## config.mk

```make
export PLATFORM = sky130hd
export DESIGN_NAME = seqtab_keyed
export DESIGN_NICKNAME = d
export VERILOG_FILES = /design/src/rtl/seqtab_pkg.sv /design/src/rtl/seqtab_decode.sv /design/src/rtl/seqtab_guard.sv /design/src/rtl/seqtab_array.sv /design/src/rtl/seqtab_keyed.sv
export SDC_FILE = /design/constraint.sdc
export NUM_CORES = 2
export LEC_CHECK = 0
export BUFFER_PORTS_ARGS = -buffer_cell sky130_fd_sc_hd__buf_2
export CAP_MARGIN = 20
export CORE_UTILIZATION = 35
export DETAILED_ROUTE_END_ITERATION = 8
export GPL_ROUTABILITY_DRIVEN = 1
export MAX_ROUTING_LAYER = met4
export PLACE_DENSITY_LB_ADDON = 0.3
export SLEW_MARGIN = 20
export SYNTH_ARGS = -nofsm -noshare
export SYNTH_HDL_FRONTEND = slang
export SYNTH_SLANG_ARGS = --single-unit
```

## constraint.sdc

```tcl
create_clock -name clk -period 5.07 [get_ports clk]
set_input_delay 0.2535 -clock clk [delete_from_list [all_inputs] [get_ports clk]]
set_output_delay 0.2535 -clock clk [all_outputs]
set_load 0.01 [all_outputs]
```

## src/rtl/seqtab_pkg.sv

```systemverilog
package seqtab_pkg;

  localparam logic [31:0] KEY_MAGIC = 32'h5AF0_5AF0;

  typedef enum logic [1:0] {
    CMD_NONE   = 2'd0,
    CMD_LOCK   = 2'd1,
    CMD_UNLOCK = 2'd2
  } lock_cmd_e;

  function automatic lock_cmd_e decode_cmd(input logic [31:0] d);
    if (d == 32'h1) return CMD_LOCK;
    if (d == 32'h2) return CMD_UNLOCK;
    return CMD_NONE;
  endfunction

endpackage

```

## src/rtl/seqtab_decode.sv

```systemverilog
module seqtab_decode #(
  parameter int ADDR_W = 12,
  parameter int DEPTH  = 64,
  parameter int IDX_W  = $clog2(DEPTH),
  parameter logic [ADDR_W-1:0] KEY_ADDR = 12'h300,
  parameter logic [ADDR_W-1:0] TAB_BASE = 12'h310
) (
  input  logic [ADDR_W-1:0] addr,
  output logic              is_key,
  output logic              is_ctrl,
  output logic              is_tab,
  output logic [IDX_W-1:0]  idx
);
  localparam logic [ADDR_W-1:0] CTRL_ADDR = KEY_ADDR + ADDR_W'(4);
  localparam int TAB_END = int'(TAB_BASE) + DEPTH * 4;

  always_comb begin
    is_key  = (addr == KEY_ADDR);
    is_ctrl = (addr == CTRL_ADDR);
    is_tab  = (addr >= TAB_BASE) && (int'(addr) < TAB_END) && (addr[1:0] == 2'b00);
    idx     = IDX_W'((addr - TAB_BASE) >> 2);
  end
endmodule

```

## src/rtl/seqtab_guard.sv

```systemverilog
module seqtab_guard
  import seqtab_pkg::*;
#(
  parameter int DATA_W = 32
) (
  input  logic              clk,
  input  logic              rst_n,
  input  logic              wr_valid,
  input  logic              is_key,
  input  logic              is_ctrl,
  input  logic [DATA_W-1:0] wdata,
  output logic              locked
);
  logic armed_q;
  logic locked_q;

  always_ff @(posedge clk or negedge rst_n) begin
    if (!rst_n) begin
      armed_q  <= 1'b0;
      locked_q <= 1'b0;
    end else if (wr_valid) begin
      armed_q <= is_key && (wdata == DATA_W'(KEY_MAGIC));
      if (is_ctrl && armed_q) begin
        case (decode_cmd(32'(wdata)))
          CMD_LOCK:   locked_q <= 1'b1;
          CMD_UNLOCK: locked_q <= 1'b0;
          default:    locked_q <= locked_q;
        endcase
      end
    end
  end

  assign locked = locked_q;


  ctrl_without_key_chk: assert property (@(posedge clk) disable iff (!rst_n)
    (wr_valid && is_ctrl && !armed_q) |=> $stable(locked_q));


  key_cancel_chk: assert property (@(posedge clk) disable iff (!rst_n)
    (wr_valid && !is_key) |=> !armed_q);


  lock_change_gate_chk: assert property (@(posedge clk) disable iff (!rst_n)
    !$stable(locked_q) |-> $past(wr_valid && is_ctrl && armed_q));


  unknown_cmd_chk: assert property (@(posedge clk) disable iff (!rst_n)
    (wr_valid && is_ctrl && armed_q && wdata != DATA_W'(1) && wdata != DATA_W'(2))
      |=> $stable(locked_q));
endmodule

```

## src/rtl/seqtab_array.sv

```systemverilog
module seqtab_array #(
  parameter int DEPTH  = 64,
  parameter int DATA_W = 32,
  parameter int IDX_W  = $clog2(DEPTH)
) (
  input  logic              clk,
  input  logic              rst_n,
  input  logic              we,
  input  logic              locked,
  input  logic [IDX_W-1:0]  widx,
  input  logic [DATA_W-1:0] wdata,
  input  logic [IDX_W-1:0]  ridx_a,
  output logic [DATA_W-1:0] rdata_a,
  input  logic [IDX_W-1:0]  ridx_b,
  output logic [DATA_W-1:0] rdata_b
);
  logic [DEPTH-1:0][DATA_W-1:0] mem_q;

  for (genvar g = 0; g < DEPTH; g++) begin : g_word
    always_ff @(posedge clk or negedge rst_n) begin
      if (!rst_n)
        mem_q[g] <= '0;
      else if (we && !locked && widx == IDX_W'(g))
        mem_q[g] <= wdata;
    end
  end

  assign rdata_a = mem_q[ridx_a];
  assign rdata_b = mem_q[ridx_b];


  frozen_contents_chk: assert property (@(posedge clk) disable iff (!rst_n)
    locked |=> $stable(mem_q));
endmodule

```

## src/rtl/seqtab_keyed.sv

```systemverilog
module seqtab_keyed #(
  parameter int ADDR_W         = 12,
  parameter int DATA_W         = 32,
  parameter int DEPTH          = 64,
  parameter int WORDS_PER_SEQ  = 4,
  parameter int SLOTS_PER_WORD = 2,
  parameter logic [ADDR_W-1:0] KEY_ADDR = 12'h300,
  parameter logic [ADDR_W-1:0] TAB_BASE = 12'h310,
  localparam int IDX_W  = $clog2(DEPTH),
  localparam int SEQ_W  = $clog2(DEPTH / WORDS_PER_SEQ),
  localparam int SLOT_W = $clog2(WORDS_PER_SEQ * SLOTS_PER_WORD)
) (
  input  logic              clk,
  input  logic              rst_n,
  input  logic              cfg_wvalid,
  output logic              cfg_wready,
  input  logic [ADDR_W-1:0] cfg_waddr,
  input  logic [DATA_W-1:0] cfg_wdata,
  input  logic [ADDR_W-1:0] cfg_raddr,
  output logic [DATA_W-1:0] cfg_rdata,
  input  logic [SEQ_W-1:0]  seq_id,
  input  logic [SLOT_W-1:0] seq_slot,
  output logic [DATA_W-1:0] seq_word,
  output logic              tab_locked
);
  logic             w_key, w_ctrl, w_tab;
  logic [IDX_W-1:0] w_idx;
  logic             r_key, r_ctrl, r_tab;
  logic [IDX_W-1:0] r_idx;
  logic [IDX_W-1:0] s_idx;
  logic [DATA_W-1:0] tab_rdata;
  logic             locked;

  seqtab_decode #(.ADDR_W(ADDR_W), .DEPTH(DEPTH), .IDX_W(IDX_W),
                  .KEY_ADDR(KEY_ADDR), .TAB_BASE(TAB_BASE)) u_wdec (
    .addr(cfg_waddr), .is_key(w_key), .is_ctrl(w_ctrl), .is_tab(w_tab), .idx(w_idx));

  seqtab_decode #(.ADDR_W(ADDR_W), .DEPTH(DEPTH), .IDX_W(IDX_W),
                  .KEY_ADDR(KEY_ADDR), .TAB_BASE(TAB_BASE)) u_rdec (
    .addr(cfg_raddr), .is_key(r_key), .is_ctrl(r_ctrl), .is_tab(r_tab), .idx(r_idx));

  seqtab_guard #(.DATA_W(DATA_W)) u_guard (
    .clk(clk), .rst_n(rst_n), .wr_valid(cfg_wvalid), .is_key(w_key),
    .is_ctrl(w_ctrl), .wdata(cfg_wdata), .locked(locked));

  assign s_idx = IDX_W'(seq_id) * IDX_W'(WORDS_PER_SEQ)
               + IDX_W'(seq_slot / SLOT_W'(SLOTS_PER_WORD));

  seqtab_array #(.DEPTH(DEPTH), .DATA_W(DATA_W), .IDX_W(IDX_W)) u_array (
    .clk(clk), .rst_n(rst_n), .we(cfg_wvalid && w_tab), .locked(locked),
    .widx(w_idx), .wdata(cfg_wdata), .ridx_a(r_idx), .rdata_a(tab_rdata),
    .ridx_b(s_idx), .rdata_b(seq_word));

  always_comb begin
    if (r_tab)       cfg_rdata = tab_rdata;
    else if (r_ctrl) cfg_rdata = DATA_W'(locked);
    else if (r_key)  cfg_rdata = '0;
    else             cfg_rdata = '0;
  end

  assign cfg_wready = 1'b1;
  assign tab_locked = locked;
endmodule

```

# ---- Word-level counts from Yosys, hierarchy flattened
# Index checks and enable logic that the tools add are counted.
dict set report op_classes {
  add_sub_neg 3
  magnitude_cmp 6
  n_eq_ne 71
  n_mux 20
  reduce_logical 78
}
# cell count
set ops {}
lappend ops {{$bmux W32 S6} 2}
lappend ops {{$eq A6 B6 Y1 const B} 32}
lappend ops {{$eq A6 B5 Y1 const B} 16}
lappend ops {{$mux W32} 3}
lappend ops {{$logic_and A1 B1 Y1} 72}
lappend ops {{$eq A6 B4 Y1 const B} 8}
lappend ops {{$eq A12 B10 Y1 const B} 3}
lappend ops {{$eq A32 B1 Y1 const B} 1}
lappend ops {{$eq A32 B2 Y1 const B} 1}
lappend ops {{$eq A32 B31 Y1 const B} 1}
lappend ops {{$eq A6 B3 Y1 const B} 4}
lappend ops {{$ge A12 B10 Y1 const B} 2}
lappend ops {{$lt A12 B11 Y1 const B} 2}
lappend ops {{$sub A8 B5 Y8 const B} 2}
lappend ops {{$lt A6 B7 Y1 const B} 2}
lappend ops {{$eq A6 B2 Y1 const B} 2}
lappend ops {{$mux W2} 6}
lappend ops {{$mux W1} 8}
lappend ops {{$add A6 B2 Y6} 1}
lappend ops {{$eq A6 B1 Y1 const B} 1}
lappend ops {{$logic_not A6 Y1} 1}
lappend ops {{$logic_not A2 Y1} 2}
lappend ops {{$reduce_and A3 Y1} 1}
lappend ops {{$eq A2 B1 Y1 const B} 1}
lappend ops {{other kinds (4)} 4}
dict set report totals {
  ff_bits 2050
  elab_cells 244
}

# ---- Depth between registers and ports, before layout
dict set report depth {
  depth_word 14
  ltp_mapped 13
  ltp_nobuf 8
}

# ---- Hierarchy
# From an unflattened synthesis, not the netlist that was laid out.
dict set report unflattened {
  hier_cells 7337
  area_unflattened_um2 110073.1
}
# mod n_inst cells_per_inst area_each_um2 seq_area_each_um2
set modules_own_cells {}
lappend modules_own_cells {seqtab_array 1 7220 109256.0 51249.2}
lappend modules_own_cells {seqtab_keyed 1 40 239.0 0.0}
lappend modules_own_cells {seqtab_guard 1 30 234.0 50.0}
lappend modules_own_cells {{seqtab_decode at u_wdec} 1 25 181.4 0.0}
lappend modules_own_cells {{seqtab_decode at u_rdec} 1 22 162.7 0.0}

# ---- Worst setup path after synthesis
# OpenSTA, ideal clock, no wires.
dict set report synth_path {
  path_kind {in2out}
  from {in cfg_raddr[4]}
  to {out cfg_rdata[29]}
  t_arrival_ns 3.113
  path_slack_ns 1.703
  cell_stages 11
  n_path_buf 5
  cell_sequence {clkbuf_1 clkbuf_1 inv_1 ha_1 clkbuf_1 clkinv_1 clkbuf_1 buf_1 mux4_2 a22oi_1 a21oi_1}
}
dict set report synth_via {
  elab_chain_len 4
}
# item line
set synth_rtl {}
lappend synth_rtl {{start: declaration} seqtab_keyed.sv:19} ;# input logic [ADDR_W-1:0] cfg_raddr,
lappend synth_rtl {{$sub A8 B5 Y8, or another cell as far along} seqtab_decode.sv:21} ;# idx = IDX_W'((addr - TAB_BASE) >> 2);
lappend synth_rtl {{$bmux W32 S6 / $logic_and A1 B1 Y1 (equally long branches)} {seqtab_array.sv:28, seqtab_decode.sv:20}}
lappend synth_rtl {{$mux W32 (implied by the code) / $logic_and A1 B1 Y1 (equally long branches)} {seqtab_array.sv:28, seqtab_decode.sv:20}}
lappend synth_rtl {{$mux W32 *} seqtab_keyed.sv:55} ;# if (r_tab) cfg_rdata = tab_rdata;
lappend synth_rtl {{end: declaration} seqtab_keyed.sv:20} ;# output logic [DATA_W-1:0] cfg_rdata,
# Mark *: on every way between the ends. The rest lies on a longest branch, timed or not. The select of a mux whose other input is x is not followed.

# ---- Final worst setup path
dict set report layout_path {
  from {in cfg_raddr[4]}
  to {out cfg_rdata[27]}
}
# Same word-level chain as after synthesis.

==> run summary <==
Setup repair after global routing left no endpoint under its margin. The average wire per standard cell came out at 34.9 um. The final reports fail on design-rule violations, negative hold slack. The wire length after detailed routing is 373,000 um.

The number of pins exceeding their max-slew limit in the final report came out at 0. The number of DRC markers in iteration 0 came out at 6,771. The data arrival time at the worst-slack endpoint is 3.96 ns.

The wire length of the first global-routing pass is 536,000 um. The number of cells produced by synthesis came out at 6,495. The x dimension of the die is 559 um.

At the end of routability-driven placement, the weighted congestion stood at 0.829. Ranked by instance count, the synthesized netlist is headed by sky130_fd_sc_hd__dfrtp_1 (2,050), sky130_fd_sc_hd__mux2_2 (2,024), sky130_fd_sc_hd__mux4_2 (1,287). The transition at the pin with the smallest max-transition slack is 1.38 ns.

The power per standard cell area is 292 nW/um2. The final HPWL from detailed placement came out at 218,000 um. The total clock buffers created by CTS came out at 227. The number of port buffers is 129. For this run, design rule violations remaining after detail routing come to 44. The fraction of final layout cells with drive strength greater than 1 is 62.9%. The synthesized netlist occupies a cell area of 109,000 um2. The deepest clock path buffer count is 4. Measured along the y axis, the die boundary spans 559 um. The clock latency on the worst-skew pair came out at 0.89 ns. The share of power burned in combinational logic is 6.7%. The quantity of hold-fixing buffers added after cts came out at 13. In this run the mean area of a mapped cell was 16.7 um2. The die covers 313,000 um2. The critical path data required time is 4.82 ns. The worst setup skew after layout came out at 0.0288 ns. The H-tree depth is 4. After clock tree synthesis, the clock-pin slew on the worst setup and hold paths is 0.06 ns. The number of sinks handled by clock tree synthesis is 2,050.

The number of failing hold endpoints at the final stage came to 18. The worst supply voltage drop on vdd came out at 274 uV. The overall track demand over capacity in global routing is 24.6%. The largest net degree at the start of global routing is 153. The area fraction of the dominant cell type after synthesis came out at 47.2%. For this run, the leading register cell type out of synthesis is sky130_fd_sc_hd__dfrtp_1. For the final routed database, the setup TNS stands at 0 ns. The starting density of the core is 35.2%. The maximum clock rate is 237 MHz. Counting every net in the synthesized netlist gives 6,563.

The tightest min-delay check is of the input port to async pin type. The analysis attributes to cell leakage a power of 56.4 nW. The vias per cell is 6.18. The total of flip-flops plus latches after synthesis came out at 2,050. The area of all placed cells without fillers came out at 123,000 um2. The number of core rows came out at 204. From synthesis to final layout, the design area changed by 12.9%.

The clock share of power is 47.3%. The count of flip-flops with a built-in enable after synthesis is 0. The post-route fraction of the period consumed by the critical path came out at 83.1%. Once the clock tree was built, the setup fixing pass inserted 0 buffers. Tracing the worst setup path back leads to its startpoint at cfg_raddr[4]. STA classifies the critical path endpoint as a primary output. The standard cell core area came out at 309,000 um2.

The post-detailed-route count of antenna-violating nets came out at 0. The number of instances resized during post-cts repair came out at 0. The async set-reset flop share out of synthesis is 100%.

In this run the critical register-to-register path is launched from u_guard.locked. The register-to-register setup slack came out at 1.31 ns. The shortest clock period the worst path allows after layout is 4.21 ns. The placed instance area is 115,000 um2. TritonCTS built the clock tree. The internal power of the cells totals 0.0271 W. The max-cap violation count is 0. The most common cell in the synthesized netlist is sky130_fd_sc_hd__dfrtp_1. STA classifies the critical path startpoint as an input port.

sky130_fd_sc_hd__dfrtp_1 takes more of the synthesized area than any other cell. The worst setup path is of the input port to primary output kind. Clock tree synthesis selected as its root buffer the cell sky130_fd_sc_hd__clkbuf_16.

The run finished, with violations left. Yosys printed 0 warnings. The depth of the most critical reg-to-reg path is 6.

The number of antenna violations at the first check in global routing is 23. Hold timing on the final database bottoms out at a slack of -0.123 ns. The number of detailed-routing iterations run before antenna repair is 7. In this run the worst setup path terminates at cfg_rdata[27].

The switching share of total power came out at 24.3%. The number of nets in the layout is 6,450. The endpoint identified for the worst register-to-register timing path is u_array.mem_q[1417]. In the post-synthesis netlist, the biggest area contributors are sky130_fd_sc_hd__dfrtp_1 (47%), sky130_fd_sc_hd__mux4_2 (27%), sky130_fd_sc_hd__mux2_2 (21%), sky130_fd_sc_hd__clkbuf_1 (1.2%), sky130_fd_sc_hd__buf_2 (0.99%). The net switching power figure is 0.00870 W. The detailed-route via count came out at 66,000. The normalized max-slew margin is 7.85%. The sequential cell fraction of total power is 46.0%.

The aggregate global routing overflow came out at 0. The portion of the post-synthesis area used by sequential elements is 47.2%. In this run the count of I/O pins placed on the die edge is 132. The number of global-route vias before repair is 68,600. The maximum fanout along the worst path is 29. The count of distinct cell types in the synthesized netlist is 47. Setup violations remaining at the end of the flow were counted as 0.
through the flow:
step / cells / total power, W / hold WS, ns / util (%) / worst slack [ns]
2_1_floorplan: 6495 / 0.0181 / -0.0421 / - / 1.70
6_report: 10700 / 0.0358 / -0.123 / 39.7 / 0.858
5_1_grt: 10700 / 0.0369 / -0.0571 / 39.7 / 0.835
3_3_place_gp: 10300 / 0.0192 / 0.343 / 37.2 / 0.893
3_5_place_dp: 10300 / 0.0192 / 0.349 / 37.2 / 0.889
4_1_cts: 10700 / 0.0361 / 0.0433 / 39.7 / 0.881
layout by cell type, fill, tap and decap left out, types with 13 or more instances in the layout:
cell and n:
sky130_fd_sc_hd__clkbuf_1 49, sky130_fd_sc_hd__nand2_1 31, sky130_fd_sc_hd__mux4_2 1287, sky130_fd_sc_hd__a211oi_1 23, sky130_fd_sc_hd__clkinv_2 34, sky130_fd_sc_hd__mux2i_1 23
sky130_fd_sc_hd__bufinv_16 15, sky130_fd_sc_hd__nor2b_1 17, sky130_fd_sc_hd__buf_2 117, sky130_fd_sc_hd__dlygate4sd3_1 13, sky130_fd_sc_hd__a21oi_1 39, sky130_fd_sc_hd__buf_12 86
sky130_fd_sc_hd__clkbuf_16 228, sky130_fd_sc_hd__nand2_4 49, sky130_fd_sc_hd__mux2_2 2024, sky130_fd_sc_hd__dfrtp_1 2050, sky130_fd_sc_hd__a22oi_1 62, sky130_fd_sc_hd__clkbuf_8 64
sky130_fd_sc_hd__nor2_1 21, sky130_fd_sc_hd__buf_4 171, sky130_fd_sc_hd__o21ai_0 21
flip-flops by register name (all words and copies together) (netlist names):
name / count
u_guard.locked: 1
u_array.mem_q: 2048
u_guard.armed_q: 1
worst min-delay path by stage:
stage / from / endpoint / slack, ns / cells after the start
6_report: rst_n / u_array.mem_q[1945] / -0.12 / 2
3_3_place_gp: rst_n / u_array.mem_q[1945] / 0.34 / 1
2_1_floorplan: rst_n / u_array.mem_q[0] / -0.04 / 0
3_5_place_dp: rst_n / u_array.mem_q[1977] / 0.35 / 1
4_1_cts: rst_n / u_array.mem_q[1528] / 0.04 / 2
5_1_grt: rst_n / u_array.mem_q[1977] / -0.06 / 2
cell type report:
type | instances | area [um2]
fillers | 28100 | 186000
multi-input cells | 3701 | 54700
flip-flops and latches | 2050 | 51300
clock buffers | 340 | 6760
well taps | 4120 | 5150
repair buffers | 397 | 3890
clock inverters | 63 | 758
inverters | 5 | 26.3
diodes | 9 | 22.5
power groups by stage:
stage          sequential, W  combinational (W)  clock (W)
2_1_floorplan         0.0168            0.00130          0
3_3_place_gp          0.0168            0.00239          0
3_5_place_dp          0.0168            0.00242          0
4_1_cts               0.0165            0.00243     0.0172
5_1_grt               0.0165            0.00255     0.0179
6_report              0.0165            0.00239     0.0169
critical path, cell delays in order:
cell and delay [ns]:
sky130_fd_sc_hd__buf_8 0.29, sky130_fd_sc_hd__inv_1 0.26, sky130_fd_sc_hd__ha_1 0.62, sky130_fd_sc_hd__inv_8 0.52, sky130_fd_sc_hd__buf_12 0.38, sky130_fd_sc_hd__mux4_2 0.58
sky130_fd_sc_hd__a22oi_1 0.52, sky130_fd_sc_hd__a21oi_1 0.27, sky130_fd_sc_hd__buf_2 0.20
routing by layer:
layer	share of wire [%]	global-route usage [%]	vias up
met4	4.4	9.42	0
met1	42	32.7	37100
li1	-	-	25500
met3	6.7	4.16	739
met5	0	-	-
met2	47	37.7	2677
cell families after synthesis:
| group | synth area share (%) |
|---|---|
| adder cells (fa/ha/maj) | 0.0230 |
| other | 0.00345 |
| XOR/XNOR | 0.0242 |
| buffers and inverters | 2.88 |
| flip-flops | 47.2 |
| AO/OA/AOI/OAI | 0.973 |
| multiplexers | 48.0 |
| AND/OR/NAND/NOR | 0.862 |
Note: power is estimated with default switching activity, not from simulation.
